[src/rtl/bwdec_pkg.sv]
package bwdec_pkg;
  parameter int unsigned ADDR_W = 16;
  localparam int unsigned BYTE_W = ADDR_W - 1;
  localparam int unsigned N_EN   = 4;

  typedef enum logic [1:0] {
    KIND_FETCH = 2'd0,
    KIND_READ  = 2'd1,
    KIND_WRITE = 2'd2,
    KIND_RSVD  = 2'd3
  } kindT;

  // strobes from control to datapath, valid for the cycle after the edge
  typedef struct packed {
    logic load;
    logic enOn;
    logic wrOn;
  } strobeT;

  typedef struct packed {
    logic              big;
    logic              memHit;
    logic [1:0]        physTop;
    logic [N_EN-1:0]   perSel;
    logic              ext;
    logic              wrOk;
    logic [BYTE_W-1:0] addr;
  } decT;
endpackage

[src/rtl/bwdec_ctrl.sv]
module bwdec_ctrl
  import bwdec_pkg::*;
#(
  parameter int unsigned RD_CYC = 4,
  parameter int unsigned WR_LOW = 6
) (
  input  logic           clk,
  input  logic           rst_n,
  input  logic           pwrFail,
  input  logic           reqValid,
  input  logic [1:0]     reqKind,
  output bwdec_pkg::strobeT stb
);
  localparam int unsigned WR_CYC = WR_LOW + 2;
  localparam int unsigned CW     = $clog2(WR_CYC + 1);

  logic          busy;
  logic          isWr;
  logic [CW-1:0] cnt;
  logic          reqWr;
  logic          load;
  logic [CW-1:0] lastIdx;
  logic [CW-1:0] nextIdx;
  logic          nextWr;

  always_comb begin
    reqWr   = (reqKind == KIND_WRITE);
    load    = reqValid && !busy && !pwrFail;
    lastIdx = isWr ? CW'(WR_CYC - 1) : CW'(RD_CYC - 1);
    nextIdx = load ? '0 : CW'(cnt + 1'b1);
    nextWr  = load ? reqWr : isWr;
    stb.load = load;
    stb.enOn = !pwrFail && (load || (busy && (cnt != lastIdx)));
    stb.wrOn = stb.enOn && nextWr && (nextIdx >= CW'(1)) && (nextIdx <= CW'(WR_LOW));
  end

  always_ff @(posedge clk or negedge rst_n) begin
    if (!rst_n) begin
      busy <= 1'b0;
      isWr <= 1'b0;
      cnt  <= '0;
    end else if (pwrFail) begin
      busy <= 1'b0;
      cnt  <= '0;
    end else if (load) begin
      busy <= 1'b1;
      isWr <= reqWr;
      cnt  <= '0;
    end else if (busy) begin
      if (cnt == lastIdx) busy <= 1'b0;
      else                cnt  <= cnt + 1'b1;
    end
  end

  // counter never runs past the window of the current kind
  assert_cnt_bound_R6: assert property (@(posedge clk) disable iff (!rst_n)
    busy |-> (cnt <= lastIdx));

  // the last window cycle is followed by an idle cycle
  assert_window_end_R6: assert property (@(posedge clk) disable iff (!rst_n)
    (busy && cnt == lastIdx) |=> !busy);
endmodule

[src/rtl/bwdec_datapath.sv]
module bwdec_datapath
  import bwdec_pkg::*;
(
  input  logic              clk,
  input  logic              rst_n,
  input  logic              pwrFail,
  input  bwdec_pkg::strobeT stb,
  input  logic [1:0]        reqKind,
  input  logic [ADDR_W-1:0] reqAddr,
  input  logic              bigSram,
  input  logic              partMode,
  input  logic              periphSel,
  input  logic [ADDR_W-1:0] progBound,
  output logic [BYTE_W-1:0] byteAddr,
  output logic [N_EN-1:0]   memCeN,
  output logic [N_EN-1:0]   perEnN,
  output logic              ceOnePlainN,
  output logic              rwN,
  output logic              extBus
);
  decT dec;
  decT heldDec;
  decT src;
  logic isData;
  logic effPart;
  logic belowBound;
  logic [N_EN-1:0] memPins;

  always_comb begin
    isData     = (reqKind != KIND_FETCH);
    effPart    = partMode && !bigSram;
    belowBound = (reqAddr < progBound);
    dec        = '0;
    dec.big    = bigSram;
    dec.addr   = reqAddr[BYTE_W-1:0];
    if (isData && periphSel) begin
      dec.perSel = N_EN'(1) << reqAddr[ADDR_W-1 -: 2];
      dec.wrOk   = 1'b1;
    end else if (!isData && !belowBound) begin
      dec.ext = 1'b1;
    end else begin
      dec.memHit  = 1'b1;
      dec.physTop = {isData && !effPart, reqAddr[ADDR_W-1]};
      dec.wrOk    = !(effPart && belowBound);
    end
  end

  always_comb begin
    src = stb.load ? dec : heldDec;
    if (!src.memHit)  memPins = '1;
    else if (src.big) memPins = {1'b1, src.physTop[0], src.physTop[1], 1'b0};
    else              memPins = ~(N_EN'(1) << src.physTop);
  end

  always_ff @(posedge clk or negedge rst_n) begin
    if (!rst_n) begin
      heldDec     <= '0;
      byteAddr    <= '0;
      memCeN      <= '1;
      perEnN      <= '1;
      ceOnePlainN <= 1'b1;
      rwN         <= 1'b1;
      extBus      <= 1'b0;
    end else begin
      if (stb.load) heldDec <= dec;
      if (!pwrFail && stb.enOn) begin
        byteAddr    <= src.addr;
        memCeN      <= memPins;
        perEnN      <= ~src.perSel;
        ceOnePlainN <= memPins[0];
        rwN         <= !(stb.wrOn && src.wrOk && !src.ext);
        extBus      <= src.ext;
      end else begin
        memCeN      <= '1;
        perEnN      <= '1;
        ceOnePlainN <= 1'b1;
        rwN         <= 1'b1;
        extBus      <= 1'b0;
      end
    end
  end

  // power fail quiets the whole bus one edge later
  assert_pf_quiet_R7: assert property (@(posedge clk) disable iff (!rst_n)
    pwrFail |=> (&memCeN && &perEnN && rwN && ceOnePlainN && !extBus));

  // with small SRAMs at most one enable is low
  assert_one_enable_R1: assert property (@(posedge clk) disable iff (!rst_n)
    !heldDec.big |-> ($countones(~{perEnN, memCeN}) <= 1));

  // fourth chip enable unused with the large SRAM
  assert_big_ce4_R2: assert property (@(posedge clk) disable iff (!rst_n)
    heldDec.big |-> memCeN[3]);

  // a write strobe only ever comes with a selected device
  assert_wr_needs_enable_R4: assert property (@(posedge clk) disable iff (!rst_n)
    !rwN |-> (!extBus && ($countones(~{perEnN, memCeN}) >= 1)));
endmodule

[src/rtl/bytewide_cs_decoder.sv]
module bytewide_cs_decoder
  import bwdec_pkg::*;
#(
  parameter int unsigned RD_CYC = 4,
  parameter int unsigned WR_LOW = 6
) (
  input  logic        clk,
  input  logic        rst_n,
  input  logic        pwrFail,
  input  logic        reqValid,
  input  logic [1:0]  reqKind,
  input  logic [15:0] reqAddr,
  input  logic        bigSram,
  input  logic        partMode,
  input  logic        periphSel,
  input  logic [15:0] progBound,
  output logic [14:0] byteAddr,
  output logic [3:0]  memCeN,
  output logic [3:0]  perEnN,
  output logic        ceOnePlainN,
  output logic        rwN,
  output logic        extBus
);
  strobeT stb;

  bwdec_ctrl #(.RD_CYC(RD_CYC), .WR_LOW(WR_LOW)) ctrl (
    .clk(clk), .rst_n(rst_n), .pwrFail(pwrFail),
    .reqValid(reqValid), .reqKind(reqKind), .stb(stb)
  );

  bwdec_datapath dp (
    .clk(clk), .rst_n(rst_n), .pwrFail(pwrFail), .stb(stb),
    .reqKind(reqKind), .reqAddr(reqAddr), .bigSram(bigSram),
    .partMode(partMode), .periphSel(periphSel), .progBound(progBound),
    .byteAddr(byteAddr), .memCeN(memCeN), .perEnN(perEnN),
    .ceOnePlainN(ceOnePlainN), .rwN(rwN), .extBus(extBus)
  );
endmodule

[config.mk]
export PLATFORM = sky130hd
export DESIGN_NAME = bytewide_cs_decoder
export DESIGN_NICKNAME = d
export VERILOG_FILES = /design/src/rtl/bwdec_pkg.sv /design/src/rtl/bwdec_ctrl.sv /design/src/rtl/bwdec_datapath.sv /design/src/rtl/bytewide_cs_decoder.sv
export SDC_FILE = /design/constraint.sdc
export NUM_CORES = 1
export LEC_CHECK = 0
export BUFFER_PORTS_ARGS = -buffer_cell sky130_fd_sc_hd__buf_4
export CORE_MARGIN = 2
export CORE_UTILIZATION = 59
export CTS_BUF_LIST = sky130_fd_sc_hd__clkbuf_4 sky130_fd_sc_hd__clkbuf_8
export CTS_CLUSTER_DIAMETER = 200
export DETAILED_ROUTE_END_ITERATION = 16
export PLACE_DENSITY_LB_ADDON = 0.3
export SLEW_MARGIN = 20
export SYNTH_ARGS = -nofsm -noshare
export SYNTH_HDL_FRONTEND = slang
export SYNTH_HIERARCHICAL = 1
export SYNTH_SLANG_ARGS = --single-unit
[constraint.sdc]
create_clock -name clk -period 5.8 [get_ports clk]
set_input_delay 0.87 -clock clk [delete_from_list [all_inputs] [get_ports clk]]
set_output_delay 0.87 -clock clk [all_outputs]
set_load 0.02 [all_outputs]
==> impl_metrics.ini <==
[run_status]
outcome = complete, no violations

[placed_design]
io_buffers = 66
place_congestion = 0.9057
hpwl_mm = 4.130
placed_area_sq_um = 3254

[clock_network]
cts_resized = 0
cts.clk_slew.worst_paths_ns = 0.10
clock-sinks = 56
cts_tree = done
clock_latency_ns = 0.31
postCtsSetupRepairBufs = 0
clock_path_buffers = 2
root_buffer = clkbuf_8
cts_buffers = 5
cts_hold_buf = 0
h-tree-depth = 2

[power]
powerDensity_nw_per_um2 = 275.0
switching_share_pct = 29.36
p_seq_share_pct = 51.2
internal-power_uw = 651.2
power_leakage_nw = 1.663
combPwrFrac_pct = 24.4
ir_drop_mv = 0.2019
fin_total_pwr_uw = 921.9
switchingPower_uw = 270.7
pwr-share-clk_pct = 24.3

[route]
via_per_inst = 5.507
wl_mm = 5.612
first_pass_iters = 4
drtIter0Drc = 120
drcViolationCount = 0
dr_total_vias = 2109
ant_nets = 0
wl_per_cell_microns = 14.65

[global_route]
grt_pass1_wl_mm = 9.404
grt_max_degree = 57
grt_pass1_vias = 2158
grt_overflow = 0
grt.total_usage_pct = 23.23
antenna_found_initial = 0

[timing]
period_share_pct = 52.83
skew_ns = 0.005093
setup_violations = 0
min_period_ns = 3.064
rsz0062_at_grt = no
max_freq_ghz = 0.3263
hold_violations = 0
setup_tns_ns = 0
finalMaxSlewViolations = 0
holdWs_ns = 0.4868
worst_slew_pin_slew_ns = 0.8822
slew_headroom_pct = 41.12

[synth]
synth_fa_ha_area_share_pct = 7.333
synth_warnings = 6
syn_avg_cell_area_sq_um = 10.30
synth_edf_count = 0
synth_compound_area_share_pct = 10.13
ys_seq_area_share_pct = 51.74
synth-simple-area-share_pct = 18.42
synthCells = 265
synth_top_family_by_area = simple AND/OR/NAND/NOR gates
synth_ff_type = dfrtp_1
ys_async_sr_fraction_pct = 100.0
synthMuxAreaShare_pct = 6.920
netlist_area_sq_um = 2730
synth_nets = 322
synthXorXnorAreaFrac_pct = 0.9624
synthDistinctLibCells = 48
synth_seq_cells = 56

[setup_path]
critPathKind = input pin to flip-flop
worstPathMaxFanout = 25
worstPathRequired_ns = 6.03
critPathSlowestCell = inv_1
cp.arrival_ns = 3.29
path_cells = buf_4 -> or3b_2 -> inv_1 -> clkinv_1 -> nand2_1 -> a21oi_1 -> a41o_2 -> o221ai_1
startpoint_type = input pin
critPathMaxStageDelay_ns = 0.66
cp-end-kind = flip-flop

[final_layout]
nNetsFinal = 387
register_area_sq_um = 1413
syn2layout_area_growth_pct = 22.78
final_common_cell = buf_4
most-common-layout-cells = 67 x buf_4, 64 x nand2_1, 47 x dfrtp_1
drive_gt1_share_pct = 33.53
num_antenna_cells = 0
nFillCells = 312
multi_input_area_sq_um = 1195
fin_area_sq_um = 3352

[floorplanning]
design.core.area_sq_um = 4414
die_h_microns = 72.03
ioPinCount = 67
initial_utilization_pct = 61.85
die_w_microns = 72.03
rows = 24
dieArea_sq_um = 5188

[hold_path]
hold_path.class = flip-flop to flip-flop

[run]
maxCapViolCount = 0
[cell families (layout without fill, tap and decap cells)]
logic type / count (synthesis) / in the layout
adders and majority gates: 16 / 16
and+or+nand+nor: 107 / 107
muxes: 17 / 17
AOI/OAI and AO/OA: 36 / 36
buffers and inverters: 30 / 96
DFF: 56 / 56
xor gates and xnor gates: 3 / 3
[power groups by stage]
stage          Sequential (mW)  Combinational [mW]  Clock [mW]
2_1_floorplan            0.507              0.0989           0
3_3_place_gp             0.477               0.219           0
3_5_place_dp             0.479               0.227           0
4_1_cts                  0.473               0.227       0.231
5_1_grt                  0.480               0.248       0.243
6_report                 0.472               0.225       0.224
[per-layer routing]
layer	track usage (%)	share of wire [%]	vias to the layer above
met3	5.694	6.3	6
li1	-	-	1025
met4	8.176	0.91	0
met5	0	0	-
met1	29.98	44	1011
met2	38.58	49	67
[flip-flops by register name (all words and copies together), names as in the netlist]
name / count
ctrl/cnt: 4
dp/rwN: 1
dp/byteAddr: 15
dp/heldDec: 25
ctrl/busy: 1
dp/extBus: 1
ctrl/isWr: 1
dp/perEnN: 4
dp/memCeN: 4
[Yosys cell counts (all sizes together) (2+ instances only)]
master    n  share of area (%)
or2       2               0.46
nand2    64                8.8
a31o      2               0.64
dfrtp    47                 43
a31oi     2               0.69
nand2b   10                2.6
a21oi     9                1.6
buf       4               0.92
mux2     15                6.2
nor2b     2               0.46
o2bb2ai   5                1.6
nand4     5                1.1
nor3      2               0.37
nor2     10                1.4
o21ai     6                1.1
xnor2     2               0.64
nor4      2               0.69
o211ai    2               0.55
nand3     3               0.55
mux2i     2               0.73
dfstp     9                8.7
ha       16                7.3
clkbuf    5               0.69
inv      20                2.7
and3      2               0.46
[worst paths after layout]
| kind | start | endpoint | slack (ns) | cells past startpoint |
|---|---|---|---|---|
| worst max-delay path | pwrFail | dp/memCeN[2] | 2.74 | 8 |
| worst min-delay path | dp/byteAddr[5] | dp/byteAddr[5] | 0.49 | 2 |
| worst max register to register | ctrl/busy | dp/memCeN[2] | 2.91 | 7 |
| worst min register to register | dp/byteAddr[5] | dp/byteAddr[5] | 0.49 | 2 |
| max in group asynchronous | rst_n | dp/heldDec[13] | 4.76 | 1 |
| min in group asynchronous | rst_n | dp/heldDec[7] | 0.57 | 1 |
[worst max-delay path, delay by kind of cell]
| family | cells | cell delay [ns] |
|---|---|---|
| AO/OA/AOI/OAI | 3 | 0.47 |
| buffers and inverters | 3 | 1.27 |
| AND/OR/NAND/NOR | 2 | 0.67 |
[per-stage QoR]
stage                     std cells  worst slack (ns)  utilization, %
after floorplan                 265             3.173               -
after global placement          375             2.496           73.72
after detailed placement        375             2.426           73.72
after CTS                       383             2.738           75.94
after global routing            383             2.593           75.94
final                           383             2.736           75.94
[cell type report]
| type | instances | share of cell area (%) |
|---|---|---|
| Sequential cell | 56 | 42.14 |
| Clock inverter | 1 | 0.2240 |
| Tap cell | 52 | 1.941 |
| Multi-Input combinational cell | 179 | 35.65 |
| Clock buffer | 7 | 2.688 |
| Inverter | 21 | 2.352 |
| Timing Repair Buffer | 67 | 15.01 |
Power figures use the tool's default switching activity.
